### src/rtl/psram_burst_ctrl.sv
module psram_burst_ctrl #(
  parameter int AW = 24,
  parameter int DW = 16,
  parameter int LW = 8,
  parameter int HW = 8,
  parameter int TW = 4,
  parameter int MW = 8
) (
  input  logic          clk,
  input  logic          rst_n,
  input  logic [HW-1:0] cfg_half,
  input  logic [TW-1:0] cfg_lat,
  input  logic [2:0]    cfg_page,
  input  logic [MW-1:0] cfg_maxlow,
  input  logic          cfg_wait_early,
  input  logic          cfg_cclk,
  input  logic          req_valid,
  input  logic          req_write,
  input  logic [AW-1:0] req_addr,
  input  logic [LW-1:0] req_len_m1,
  output logic          busy,
  output logic          done,
  input  logic [DW-1:0] wr_data,
  output logic          wr_ack,
  output logic [DW-1:0] rd_data,
  output logic          rd_valid,
  output logic          mem_clk,
  output logic          mem_cs_n,
  output logic          mem_we_n,
  output logic [AW-1:0] mem_addr,
  output logic [DW-1:0] mem_dq_out,
  output logic          mem_dq_oe,
  input  logic [DW-1:0] mem_dq_in,
  input  logic          mem_wait
);
  localparam int BYTES = DW / 8;

  typedef enum logic [1:0] {IDLE, LAT, DATA, GAP} st_t;
  st_t st;

  logic [HW:0]   dcnt;
  logic [AW-1:0] addr;
  logic [LW-1:0] rem;
  logic [TW-1:0] latc;
  logic [MW-1:0] lowc;
  logic          wr_q, pend, wait_q;
  logic [10:0]   pmask;

  wire [HW+1:0] per   = {1'b0, cfg_half, 1'b0};
  wire [HW+1:0] dnext = {1'b0, dcnt} + {{(HW+1){1'b0}}, 1'b1};
  wire tick     = dnext >= per;
  wire in_piece = (st == LAT) || (st == DATA);
  wire eff_wait = cfg_wait_early ? wait_q : mem_wait;
  wire beat     = tick && (st == DATA) && !eff_wait;
  wire [AW-1:0] nxt = addr + AW'(BYTES);

  always_comb begin
    case (cfg_page)
      3'd1:    pmask = 11'd127;
      3'd2:    pmask = 11'd255;
      3'd3:    pmask = 11'd511;
      3'd4:    pmask = 11'd1023;
      default: pmask = 11'd0;
    endcase
  end

  wire [MW:0] lowc_n = {1'b0, lowc} + {{MW{1'b0}}, 1'b1};
  wire [TW:0] latc_n = {1'b0, latc} + {{TW{1'b0}}, 1'b1};
  wire page_hit  = (pmask != 11'd0) && ((nxt[10:0] & pmask) == 11'd0);
  wire limit_hit = (cfg_maxlow != '0) && (lowc_n >= {1'b0, cfg_maxlow});

  assign busy       = (st != IDLE) || pend;
  assign mem_cs_n   = !in_piece;
  assign mem_clk    = (cfg_cclk || in_piece) && (dcnt >= {1'b0, cfg_half});
  assign mem_we_n   = !(in_piece && wr_q);
  assign mem_dq_oe  = (st == DATA) && wr_q;
  assign mem_dq_out = wr_data;
  assign mem_addr   = addr;
  assign wr_ack     = beat && wr_q;

  always_ff @(posedge clk or negedge rst_n) begin
    if (!rst_n) dcnt <= '0;
    else        dcnt <= tick ? '0 : dnext[HW:0];
  end

  always_ff @(posedge clk or negedge rst_n) begin
    if (!rst_n) begin
      st <= IDLE; addr <= '0; rem <= '0; wr_q <= 1'b0; pend <= 1'b0;
      latc <= '0; lowc <= '0; wait_q <= 1'b0;
      done <= 1'b0; rd_valid <= 1'b0; rd_data <= '0;
    end else begin
      done     <= beat && (rem == '0);
      rd_valid <= beat && !wr_q;
      if (beat && !wr_q) rd_data <= mem_dq_in;
      if (req_valid && !busy) begin
        addr <= req_addr; rem <= req_len_m1; wr_q <= req_write; pend <= 1'b1;
      end
      case (st)
        IDLE: if (tick && pend) begin
          st <= LAT; pend <= 1'b0; latc <= '0; lowc <= '0; wait_q <= 1'b0;
        end
        LAT: if (tick) begin
          lowc <= lowc_n[MW-1:0];
          latc <= latc_n[TW-1:0];
          if (latc_n >= {1'b0, cfg_lat}) st <= DATA;
        end
        DATA: if (tick) begin
          lowc   <= lowc_n[MW-1:0];
          wait_q <= mem_wait;
          if (beat) begin
            addr <= nxt;
            rem  <= rem - 1'b1;
            if (rem == '0)                st <= IDLE;
            else if (page_hit || limit_hit) st <= GAP;
          end else if (limit_hit) begin
            st <= GAP;
          end
        end
        GAP: if (tick) begin
          st <= LAT; latc <= '0; lowc <= '0; wait_q <= 1'b0;
        end
        default: st <= IDLE;
      endcase
    end
  end

  logic [31:0] lowcyc, hicyc;
  always_ff @(posedge clk or negedge rst_n) begin
    if (!rst_n) begin
      lowcyc <= '0; hicyc <= 32'hFFFF_FFFF;
    end else begin
      lowcyc <= mem_cs_n ? 32'd0 : lowcyc + 32'd1;
      hicyc  <= !mem_cs_n ? 32'd0 : (hicyc == 32'hFFFF_FFFF ? hicyc : hicyc + 32'd1);
    end
  end

  a_r2_clk_gated: assert property (@(posedge clk) disable iff (!rst_n)
    (!cfg_cclk && mem_cs_n) |-> !mem_clk);
  a_r5_write_strobe: assert property (@(posedge clk) disable iff (!rst_n)
    wr_ack |-> (!mem_cs_n && !mem_we_n && mem_dq_oe));
  a_r6_addr_hold: assert property (@(posedge clk) disable iff (!rst_n)
    ((st == DATA) && tick && eff_wait) |=> $stable(mem_addr));
  a_r9_low_limit: assert property (@(posedge clk) disable iff (!rst_n)
    (cfg_maxlow != '0) |-> (lowcyc <= 32'(cfg_maxlow) * 32'(per)));
  a_r10_gap_len: assert property (@(posedge clk) disable iff (!rst_n)
    $fell(mem_cs_n) |-> (hicyc >= 32'(per) - 32'd1));
  a_r11_done_pulse: assert property (@(posedge clk) disable iff (!rst_n)
    done |-> (!busy ##1 !done));
endmodule

### config.mk
export PLATFORM = sky130hd
export DESIGN_NAME = psram_burst_ctrl
export DESIGN_NICKNAME = d
export VERILOG_FILES = /design/src/rtl/psram_burst_ctrl.sv
export SDC_FILE = /design/constraint.sdc
export NUM_CORES = 1
export LEC_CHECK = 0
export ABC_AREA = 1
export CORE_MARGIN = 4
export CORE_UTILIZATION = 48
export DETAILED_ROUTE_END_ITERATION = 16
export DONT_BUFFER_PORTS = 1
export GPL_ROUTABILITY_DRIVEN = 0
export PLACE_DENSITY_LB_ADDON = 0.05
export SYNTH_ARGS = -nofsm -noshare
export SYNTH_HDL_FRONTEND = slang
export SYNTH_SLANG_ARGS = --single-unit
### constraint.sdc
create_clock -name clk -period 2.8 [get_ports clk]
set_clock_uncertainty 0.05 [all_clocks]
set_input_delay 0.7 -clock clk [delete_from_list [all_inputs] [get_ports clk]]
set_output_delay 0.7 -clock clk [all_outputs]
set_load 0.05 [all_outputs]
Yosys cells after proc, flatten, opt, wreduce, memory -nomap -nowiden
Index checks and enable logic that the tools add are counted.
{"block": "word_totals", "wordCells": 107, "ff_bits": 76, "out_inout_bits": 64, "input_bits": 94}
{"block": "op_classes", "reduce_logical": 34, "add_sub_neg": 5, "order_cmp": 4, "bitwise_logic": 1, "n_eq_ne": 15, "n_mux": 36}
{"op": "$mux 24", "n": 4}
{"op": "$mux 8", "n": 7}
{"op": "$pmux 10 s4", "n": 1}
{"op": "$add 24x2->24 const B", "n": 1}
{"op": "$pmux 8 s3", "n": 1}
{"op": "$ge 9x8->1", "n": 2}
{"op": "$mux 2", "n": 9}
{"op": "$logic_and 1x1->1", "n": 12}
{"op": "$mux 4", "n": 3}
{"op": "$pmux 4 s3", "n": 1}
{"op": "$and 11x11->11", "n": 1}
{"op": "$logic_not 11->1", "n": 1}
{"op": "$reduce_bool 11->1", "n": 1}
{"op": "$add 9x1->10 const B", "n": 1}
{"op": "$ge 10x9->1", "n": 1}
{"op": "$add 8x1->9 const B", "n": 1}
{"op": "$mux 9", "n": 1}
{"op": "$logic_not 8->1", "n": 1}
{"op": "$ne 2x2->1 const B", "n": 4}
{"op": "$pmux 2 s4", "n": 1}
{"op": "$reduce_and 4->1", "n": 2}
{"op": "$reduce_bool 8->1", "n": 1}
{"op": "$sub 8x1->8 const B", "n": 1}
{"op": "$mux 1", "n": 7}
{"op": "other kinds (19)", "n": 30}

Longest topological paths before layout
Gate-level depths: netlist of run 1.
{"block": "depth", "depth_word": 11, "depth_mapped": 22, "mapped_depth_nobuf": 21}

Worst setup path after synthesis of run 1
OpenSTA, ideal clock, no wires.
{"block": "synth_timing", "kind": "register to output", "startpoint": "register dcnt[0]", "endpoint": "output wr_ack", "t_arrival_ns": 2.703, "setup_slack_ns": -0.653, "required_ns": 2.050, "n_path_buf": 2, "path_stages_with_launch": 18, "path_cell_list": "dfrtp_1 -> ha_1 -> a31o_2 -> o21ai_0 -> inv_1 -> ha_1 -> nand2_1 -> inv_1 -> nand2_1 -> nand2_1 -> nand2_1 -> nand2_2 -> nand2_2 -> nand2_4 -> nand2_4 -> buf_6 -> buf_6 -> nor2_1"}
{"block": "synth_between", "elab_chain_cells": 5}
{"element": "from (decl)", "line_no": "41", "text": "logic [HW:0] dcnt;"}
{"element": "from (signal assigned)", "line_no": "83", "text": "else dcnt <= tick ? '0 : dnext[HW:0];"}
{"element": "$add 9x1->10", "line_no": "50", "text": "wire [HW+1:0] dnext = {1'b0, dcnt} + {{(HW+1){1'b0}}, 1'b1};"}
{"element": "$ge 10x9->1", "line_no": "51", "text": "wire tick = dnext >= per;"}
{"element": "$logic_and 1x1->1 (2 in a row)", "line_no": "54", "text": "wire beat = tick && (st == DATA) && !eff_wait;"}
{"element": "$logic_and 1x1->1", "line_no": "79", "text": "assign wr_ack = beat && wr_q;"}
{"element": "to (decl)", "line_no": "24", "text": "output logic wr_ack,"}
No other way between the ends.

Worst setup path in the final report of run 1
{"block": "layout_timing", "startpoint": "register dcnt[3]", "endpoint": "output wr_ack"}
The elaborated chain is that of the path after synthesis.

==> results of run 1 <==
[registers in the layout (all words and copies together), names as in the netlist, 2 cells and up]
name	cells
mem_addr	24
rd_data	16
dcnt	9
lowc	8
rem	8
latc	4
st	2
[final cells by class]
type,count,area (sq um)
fill,1043,4940
multi-input combinational,524,3010
sequential,76,1900
inverter,90,348
timing repair buffer,33,334
tap,140,175
clock buffer,9,124
clock inverter,7,58.8
[report_power, final]
part	total [W]	internal, W	switching, W	leakage [nW]
Sequential	0.00256	0.00149	0.00107	0.977
Combinational	0.00291	0.00108	0.00182	2.09
Clock	0.000795	0.000334	0.000461	0.0868
[kinds of logic after synthesis]
logic type | after synthesis
AOI/OAI and AO/OA | 93
and+or+nand+nor | 365
adders and majority gates | 38
xor gates and xnor gates | 27
DFF | 76
buffers and inverters | 123
[cell usage in the layout (no fill, tap or decap), types with 2 or more instances in the layout]
cell type | Yosys | final
clkinv_4 | 1 | 3
a21o_1 | 2 | 2
nand2_4 | 3 | 7
nand2_2 | 8 | 9
or2_2 | 4 | 4
nor2_4 | 6 | 9
nand4_1 | 3 | 3
o21ai_2 | 9 | 9
clkinvlp_4 | 0 | 2
dfrtp_1 | 76 | 74
o21ai_0 | 24 | 22
ha_4 | 0 | 3
xnor2_1 | 8 | 8
buf_16 | 0 | 2
xor2_2 | 0 | 2
buf_12 | 0 | 2
ha_1 | 38 | 35
o211ai_1 | 6 | 6
nor4_1 | 2 | 2
nor2_2 | 2 | 4
nand3_1 | 29 | 29
a21oi_1 | 21 | 21
inv_2 | 1 | 4
xor2_1 | 19 | 17
inv_6 | 1 | 4
inv_1 | 87 | 84
dfrtp_2 | 0 | 2
o21ai_1 | 9 | 10
buf_4 | 16 | 27
nand2_1 | 237 | 233
nor3_1 | 8 | 8
nand3b_4 | 2 | 2
nor2_1 | 57 | 52
clkbuf_8 | 0 | 9
a31oi_1 | 18 | 18
[through the flow]
| stage | hold WS [ns] | std cells |
|---|---|---|
| CTS | 0.186 | 873 |
| detailed placement | 0.356 | 853 |
| finish | 0.180 | 879 |
| global route | 0.206 | 879 |
| global placement | 0.356 | 853 |
| floorplan | 0.354 | 722 |
[repair_timing]
| item | CTS | global route |
|---|---|---|
| cloned | 0 | 2 |
| hold endpoints to repair | 76 | 0 |
| pin swaps | 12 | 13 |
| endpoints found under the setup margin | 6 | 59 |
| resized for setup | 4 | 21 |
| buffers inserted | 4 | 4 |
| hold buffers | 1 | 0 |
[worst max-delay path by stage]
stage                     cells after the start  slack, ns  endpoint  startpoint
final                                        15      -0.42    wr_ack     dcnt[3]
after global routing                         15      -0.59    wr_ack     dcnt[1]
after CTS                                    16      -0.41    wr_ack     dcnt[1]
after detailed placement                     16      -0.05    wr_ack     dcnt[0]
after global placement                       16       0.02    wr_ack     dcnt[1]
after floorplan                              17      -0.24    wr_ack     dcnt[0]
[per-layer routing]
metal | share of wire [%] | up-vias | GRT usage, %
met1 | 46 | 2117 | 26.2
li1 | - | 2300 | -
met2 | 47 | 106 | 32.3
met5 | 0 | - | 0
met4 | 1.8 | 0 | 7.13
met3 | 5.6 | 24 | 4.30
[worst reg2reg max path: cells and delay by family (launching register included)]
family,cells,cell delay [ns]
adder cells (fa/ha/maj),1,0.30
flip-flops,1,0.44
buffers and inverters,5,0.59
AND/OR/NAND/NOR,12,0.99
XOR/XNOR,1,0.21
==> impl_metrics.ini, run 1 <==
[outcome]
outcome = finished with violations
violations = negative setup slack

[die]
die_w_um = 114
die_h_um = 114
coreArea_sq_mm = 0.0109
io_pins = 158
die_area_sq_mm = 0.0129
start_util_pct = 49.3
rows = 38

[setup_path]
critPathLaunchType = register
path_cells = nand2_1 -> nor2_4 -> nand2_1 -> xor2_1 -> inv_1 -> ha_1 -> nand2_2 -> inv_2 -> nand2_2 -> nand2_2 -> nand2_4 -> nand2_4 -> nand2_4 -> nor2_4 -> buf_12
cp-end-kind = output port
cp_top_family = simple AND/OR/NAND/NOR gates
rr_endpoint = rd_data[9]
worstSetupPathType = reg2out
crit_arrival_ns = 2.47
slowest_stage = dfrtp_2
crit_fanout = 5
regToRegSetupSlack_ns = 0.13
max_stage_delay_ns = 0.44
worst-path-buf-inv = 3
timing.rr.start = dcnt[3]
crit_required_ns = 2.05
rr_worst_depth = 19

[routing]
routed_via_density = 5.17
vias = 4547
drt-initial-drc-count = 294
firstDrtPassIters = 4
routedWlPerCell_um = 14.6
drc_errors = 0
drt_wl_total_mm = 12.8
postRouteAntennaNets = 0

[cts]
worstSkewPairLatency_ns = 0.36
cts-root-buf = clkbuf_8
clk_pin_slew_ns = 0.09
cts_buffers = 9
cts_sinks = 76
cts-htree-levels = 3
cts_tree = yes
clock_path_buffers = 2

[grt]
first_global_vias = 4474
antenna_found_initial = 0
grtUsageTotal_pct = 19.9
grt_first_pass_wirelength_mm = 21.0
overflow = 0
grt_start_max_net_pins = 77

[timing]
min_period_ns = 3.22
rsz0062_at_grt = true
setup_violations = 2
timing.final.ws_setup_ns = -0.419
finalCritPeriodShare_pct = 115
slew_headroom_pct = 53.2
tightestPinTransition_ns = 0.695
setup_tns_ns = -0.523
fmax_ghz = 0.311
slew_violations = 0
hold_viol = 0

[synth]
synth_top_area_share_pct = 35.5
synth_top_family_by_area = simple AND/OR/NAND/NOR gates
netlist_top_cells_area = dfrtp_1 (35%), nand2_1 (17%), ha_1 (8.9%)
async_flop_share_pct = 100
synth_cell_type_count = 40
ys_warn_count = 0
synth-simple-area-share_pct = 29.8
ys.flop_type = dfrtp_1
synth_common_cells = nand2_1 (237), inv_1 (87), dfrtp_1 (76), nor2_1 (57), ha_1 (38)
synth.most_common_cell = nand2_1
synthMuxAreaShare_pct = 0
synth_cells = 722
syn_area_per_cell_sq_um = 7.43
synthAdderAreaFrac_pct = 8.87
syn_area_sq_mm = 0.00536
synth-compound-area-share_pct = 10.6
yosysTopAreaCell = dfrtp_1
synth_xor_area_share_pct = 4.41
ys_seq_area_share_pct = 35.5
syn_nets = 854
synth_edf_count = 0
ys_ff_latch = 76

[finish]
drive_gt1_share_pct = 15.3
synthToLayoutAreaGrowth_pct = 11.0
fin_util_pct = 54.7
diodes = 0
nNetsFinal = 866
stdcell_area_sq_mm = 0.00595

[placed_design]
place_area_sq_mm = 0.00554
place_ws_ns = -0.0499
port_buffers = 0
hpwlAfterDp_mm = 9.31

[power_and_ir_drop]
power_w = 0.00626
power.density_mw_per_mm2 = 1050
p_leak_nw = 3.15
vdd_drop_max_mv = 0.559

[worst_hold_path]
hp-class = in2async

[flow_run]
max_cap_viol_count = 0
Note: power is estimated with default switching activity, not from simulation.
==> run 2: changes to the inputs <==
--- a/config.mk
+++ b/config.mk
@@ -7,11 +7,12 @@
 export LEC_CHECK = 0
 export ABC_AREA = 1
 export CORE_MARGIN = 4
-export CORE_UTILIZATION = 48
+export CORE_UTILIZATION = 55
 export DETAILED_ROUTE_END_ITERATION = 16
 export DONT_BUFFER_PORTS = 1
 export GPL_ROUTABILITY_DRIVEN = 0
 export PLACE_DENSITY_LB_ADDON = 0.05
+export SKIP_LAST_GASP = 1
 export SYNTH_ARGS = -nofsm -noshare
 export SYNTH_HDL_FRONTEND = slang
 export SYNTH_SLANG_ARGS = --single-unit
==> run 2 against run 1 <==
  * The flow still finishes with violations (negative setup slack)
  * Worst hold slack better by 0.015 ns
  * Die area down 12%
  * Sequential share of layout area up 0.20 points
  * Fmax up 1.1%
==> impl_metrics.ini, run 2 (same netlist as run 1, synthesis figures left out) <==
[timing]
slew_headroom_pct = 55.4
setup_tns_ns = -0.726
hold_viol = 0
setup_violations = 10
fmax_ghz = 0.314
tightestPinTransition_ns = 0.669
finalCritPeriodShare_pct = 114
timing.final.ws_setup_ns = -0.384
min_period_ns = 3.18
rsz0062_at_grt = true
slew_violations = 0

[outcome]
outcome = finished with violations
violations = negative setup slack

[setup_path]
max_stage_delay_ns = 0.42
cp.depth = 15
path_cells = nand3_2 -> nand3b_4 -> nor2_4 -> xor2_2 -> inv_2 -> ha_4 -> nand2_2 -> inv_2 -> nand2_2 -> nand2_2 -> nand2_2 -> nand2_4 -> nand2_4 -> nor2_4 -> buf_12
crit_required_ns = 2.05
worst-path-buf-inv = 3
cp-end-kind = output port
slowest_stage = dfrtp_1
crit_arrival_ns = 2.43
cp_top_family = simple AND/OR/NAND/NOR gates
rr_worst_depth = 15
worstSetupPathType = reg2out
crit_fanout = 3
critPathLaunchType = register
cp_common_cell = nand2_2

[finish]
seq_area_sq_mm = 0.00190
drive_gt1_share_pct = 14.9
nNetsFinal = 863
synthToLayoutAreaGrowth_pct = 10.3
stdcell_area_sq_mm = 0.00591
multi_input_area_sq_mm = 0.00300
diodes = 0
fillers = 888
largest_register_ffs = 24
final_common_cell = nand2_1
layout_common_cells = nand2_1 (234), inv_1 (85), dfrtp_1 (74), nor2_1 (51), ha_1 (34)

[routing]
routed_via_density = 5.14
postRouteAntennaNets = 0
firstDrtPassIters = 4
vias = 4448
drt-initial-drc-count = 261
routedWlPerCell_um = 14.0
drt_wl_total_mm = 12.1
drc_errors = 0

[grt]
first_global_vias = 4433
grtUsageTotal_pct = 21.9
overflow = 0
grt_start_max_net_pins = 77
antenna_found_initial = 0
grt_first_pass_wirelength_mm = 20.5

[die]
start_util_pct = 57.2
rows = 35
die_w_um = 107
io_pins = 158
coreArea_sq_mm = 0.00937
die_h_um = 107
die_area_sq_mm = 0.0114

[placed_design]
place_area_sq_mm = 0.00552
port_buffers = 0
place_ws_ns = -0.0498
hpwlAfterDp_mm = 8.96

[worst_hold_path]
hp-class = in2async

[flow_run]
max_cap_viol_count = 0

[cts]
cts_sinks = 76
clock_path_buffers = 2
clk_pin_slew_ns = 0.09
cts_tree = yes
cts_buffers = 9
cts-htree-levels = 3
worstSkewPairLatency_ns = 0.35
cts-root-buf = clkbuf_8

[power_and_ir_drop]
p_leak_nw = 3.12
power.density_mw_per_mm2 = 1070
vdd_drop_max_mv = 0.612
==> run 2: per-layer routing <==
metal  routed length [um]  GRT usage, %  up-vias
met2                 5660          36.6      122
li1                     -             -     2284
met4                  282          7.76        0
met1                 5310          27.3     2011
met3                  867          5.84       31
met5                    0             0        -
==> run 2: layout make-up <==
class | count | share of cell area (%)
clock inverter | 7 | 1.69
inverter | 90 | 5.88
clock buffer | 9 | 2.09
timing repair buffer | 31 | 4.76
tap | 129 | 2.73
multi-input combinational | 523 | 50.6
sequential | 76 | 32.2
==> run 2: path summary, 6_finish.rpt <==
path | start | end | slack, ns
max reg2reg | dcnt[0] | mem_addr[7] | -0.06
min in group clk | mem_dq_in[9] | rd_data[9] | 0.41
min reg2reg | rem[0] | rem[0] | 0.43
min | rst_n | rd_data[5] | 0.19
max | dcnt[0] | wr_ack | -0.38
max in group asynchronous | rst_n | dcnt[3] | 2.20
==> run 2: where the power goes <==
group	total (W)	switching [W]	internal [W]
logic	0.00279	0.00175	0.00104
registers	0.00257	0.00108	0.00149
clock network	0.000948	0.000442	0.000506
total	0.00631	0.00327	0.00303
==> run 2: what timing repair did <==
item	CTS	global route
pin swaps	8	13
gates cloned	0	0
hold buffers	1	0
endpoints found under the setup margin	35	60
endpoints found under the hold margin	76	0
gates resized for setup	3	17
setup buffers	4	1
==> run 2: per-stage QoR <==
stage / hold slack (ns) / cells / utilization (%) / total power, W
final: 0.195 / 865 / 63.1 / 0.00631
after global routing: 0.210 / 865 / 63.1 / 0.00685
after CTS: 0.202 / 864 / 62.3 / 0.00627
after detailed placement: 0.356 / 843 / 58.9 / 0.00523
after global placement: 0.356 / 843 / 58.9 / 0.00513
after floorplan: 0.354 / 722 / - / 0.00464
==> run 3: changes to the inputs <==
--- a/config.mk
+++ b/config.mk
@@ -6,12 +6,14 @@
 export NUM_CORES = 1
 export LEC_CHECK = 0
 export ABC_AREA = 1
+export CORE_ASPECT_RATIO = 0.6
 export CORE_MARGIN = 4
-export CORE_UTILIZATION = 55
+export CORE_UTILIZATION = 58
 export DETAILED_ROUTE_END_ITERATION = 16
 export DONT_BUFFER_PORTS = 1
 export GPL_ROUTABILITY_DRIVEN = 0
 export PLACE_DENSITY_LB_ADDON = 0.05
+export SETUP_SLACK_MARGIN = 0.3
 export SKIP_LAST_GASP = 1
 export SYNTH_ARGS = -nofsm -noshare
 export SYNTH_HDL_FRONTEND = slang
==> run 3 against run 2 <==
  * The flow still finishes with violations (negative setup slack)
  * Core utilization up 5.5 points
  * Non-clock buffer count up 3
  * Register-to-register slack about the same
  * Clock power up 21%
  * Worst setup slack better by 0.039 ns
  * Sequential share of layout area down 0.50 points
  * Final area up 1.5%
  * Power up 6.4%
  * Die area down 4.4%
  * First-iteration DRC count up 44%
  * Critical endpoint unchanged
  * Largest cell class unchanged
==> impl_metrics.ini, run 3 (same netlist as run 1, synthesis figures left out) <==
[timing]
hold_viol = 0
rsz0062_at_grt = true
fmax_ghz = 0.318
setup_tns_ns = -1.14
timing.final.ws_setup_ns = -0.346
setup_violations = 19
slew_headroom_pct = 49.4
tightestPinTransition_ns = 0.757
finalCritPeriodShare_pct = 112
slew_violations = 0
min_period_ns = 3.15
fin_worst_hold_slack_ns = 0.154

[grt]
antenna_found_initial = 0
grt_first_pass_wirelength_mm = 22.0
grtUsageTotal_pct = 25.6
first_global_vias = 4459
overflow = 0
grt_start_max_net_pins = 46

[die]
coreArea_sq_mm = 0.00875
die_h_um = 82.5
die_area_sq_mm = 0.0109
die_w_um = 132
io_pins = 158
start_util_pct = 61.3
rows = 26

[finish]
largest_register_ffs = 24
layout_common_cells = nand2_1 (232), inv_1 (85), dfrtp_1 (75), nor2_1 (50), ha_1 (34)
diodes = 0
final_common_cell = nand2_1
drive_gt1_share_pct = 15.2
nNetsFinal = 867
synthToLayoutAreaGrowth_pct = 12.0

[cts]
cts-htree-levels = 3
cts_tree = yes
clk_pin_slew_ns = 0.06
cts-root-buf = clkbuf_16
cts_buffers = 9
cts_sinks = 76
clock_path_buffers = 2
worstSkewPairLatency_ns = 0.34

[routing]
postRouteAntennaNets = 0
drc_errors = 0
drt-initial-drc-count = 377
vias = 4615
drt_wl_total_mm = 13.6
firstDrtPassIters = 5
routedWlPerCell_um = 15.9
routed_via_density = 5.42

[setup_path]
critPathLaunchType = register
startpoint = dcnt[1]
crit_arrival_ns = 2.40
crit_fanout = 3
slowest_stage = dfrtp_1
timing.rr.start = dcnt[1]
worstSetupPathType = reg2out
rr_worst_depth = 22
cp-end-kind = output port
crit_required_ns = 2.05
max_stage_delay_ns = 0.42
path_cells = nand3_2 -> nand3b_4 -> nor2_4 -> xor2_1 -> inv_1 -> ha_4 -> nand2_1 -> inv_1 -> nand2_1 -> nand2_2 -> nand2_2 -> nand2_4 -> nand2_4 -> nor2_4 -> buf_12

[power_and_ir_drop]
p_leak_nw = 3.17
vdd_drop_max_mv = 0.633
power.density_mw_per_mm2 = 1120

[flow_run]
max_cap_viol_count = 0

[placed_design]
hpwlAfterDp_mm = 9.83
port_buffers = 0

[outcome]
violations = negative setup slack
outcome = finished with violations

[worst_hold_path]
hp-class = in2async
run 3: changes by cell type in the layout (fill, tap and decap cells not counted), sizes merged:
cell,before,now
clkinvlp,3,4
nand2,248,249
bufinv,2,1
clkinv,2,3
buf,31,30
inv,90,88
dlygate4sd3,0,4
run 3: final timing paths:
path	end	slack, ns
min in group clk	rem[0]	0.40
worst min register to register	rem[0]	0.40
worst max register to register	rd_data[9]	-0.06
worst max-delay path	wr_ack	-0.35
max in group asynchronous	mem_addr[12]	1.40
worst min-delay path	rem[6]	0.15
run 3: per-layer routing:
layer | GRT usage (%) | vias to the layer above | wire, um
met3 | 8.96 | 25 | 1290
li1 | - | 2310 | -
met5 | 0 | - | 0
met4 | 5.77 | 0 | 133
met2 | 38.5 | 165 | 5640
met1 | 35.9 | 2115 | 6490
run 3: metrics by stage:
stage | std cells | util (%) | cell area [sq um] | power [W] | setup slack, ns
4_1_cts | 849 | 67.5 | 5910 | 0.00657 | -0.353
5_1_grt | 851 | 68.6 | 6000 | 0.00725 | -0.504
3_5_place_dp | 828 | 62.9 | 5510 | 0.00531 | -0.0775
2_1_floorplan | 722 | - | 5380 | 0.00464 | -0.242
3_3_place_gp | 828 | 62.9 | 5510 | 0.00519 | 0.0228
6_report | 851 | 68.6 | 6000 | 0.00671 | -0.346
run 3: timing repair:
item                                    in CTS  in global routing
resized for setup                            5                 24
hold buffers                                 4                  1
endpoints found under the setup margin      64                 71
endpoints found under the hold margin       45                  7
gates cloned                                 0                  1
setup buffers                                2                  0
pin swaps                                    5                  7
run 3: layout make-up:
class / instances / area, sq um
repair buffers: 34 / 302
well taps: 112 / 140
clock inverters: 6 / 66.3
clock buffers: 9 / 225
inverters: 90 / 354
fillers: 719 / 2750
multi-input cells: 524 / 3010
flip-flops and latches: 76 / 1900
run 3: critical path: cells and delay by family, from the launching register on:
family	cells	cell delay, ns
XOR/XNOR	1	0.18
buffers and inverters	3	0.28
adder cells (fa/ha/maj)	1	0.28
AND/OR/NAND/NOR	10	0.90
flip-flops	1	0.42
run 3: where the power goes:
part           switching, W  total (W)  internal (W)  leakage (nW)
registers          0.000999    0.00249       0.00149         0.978
logic               0.00198    0.00307       0.00109          2.06
clock network      0.000467    0.00115      0.000684         0.134
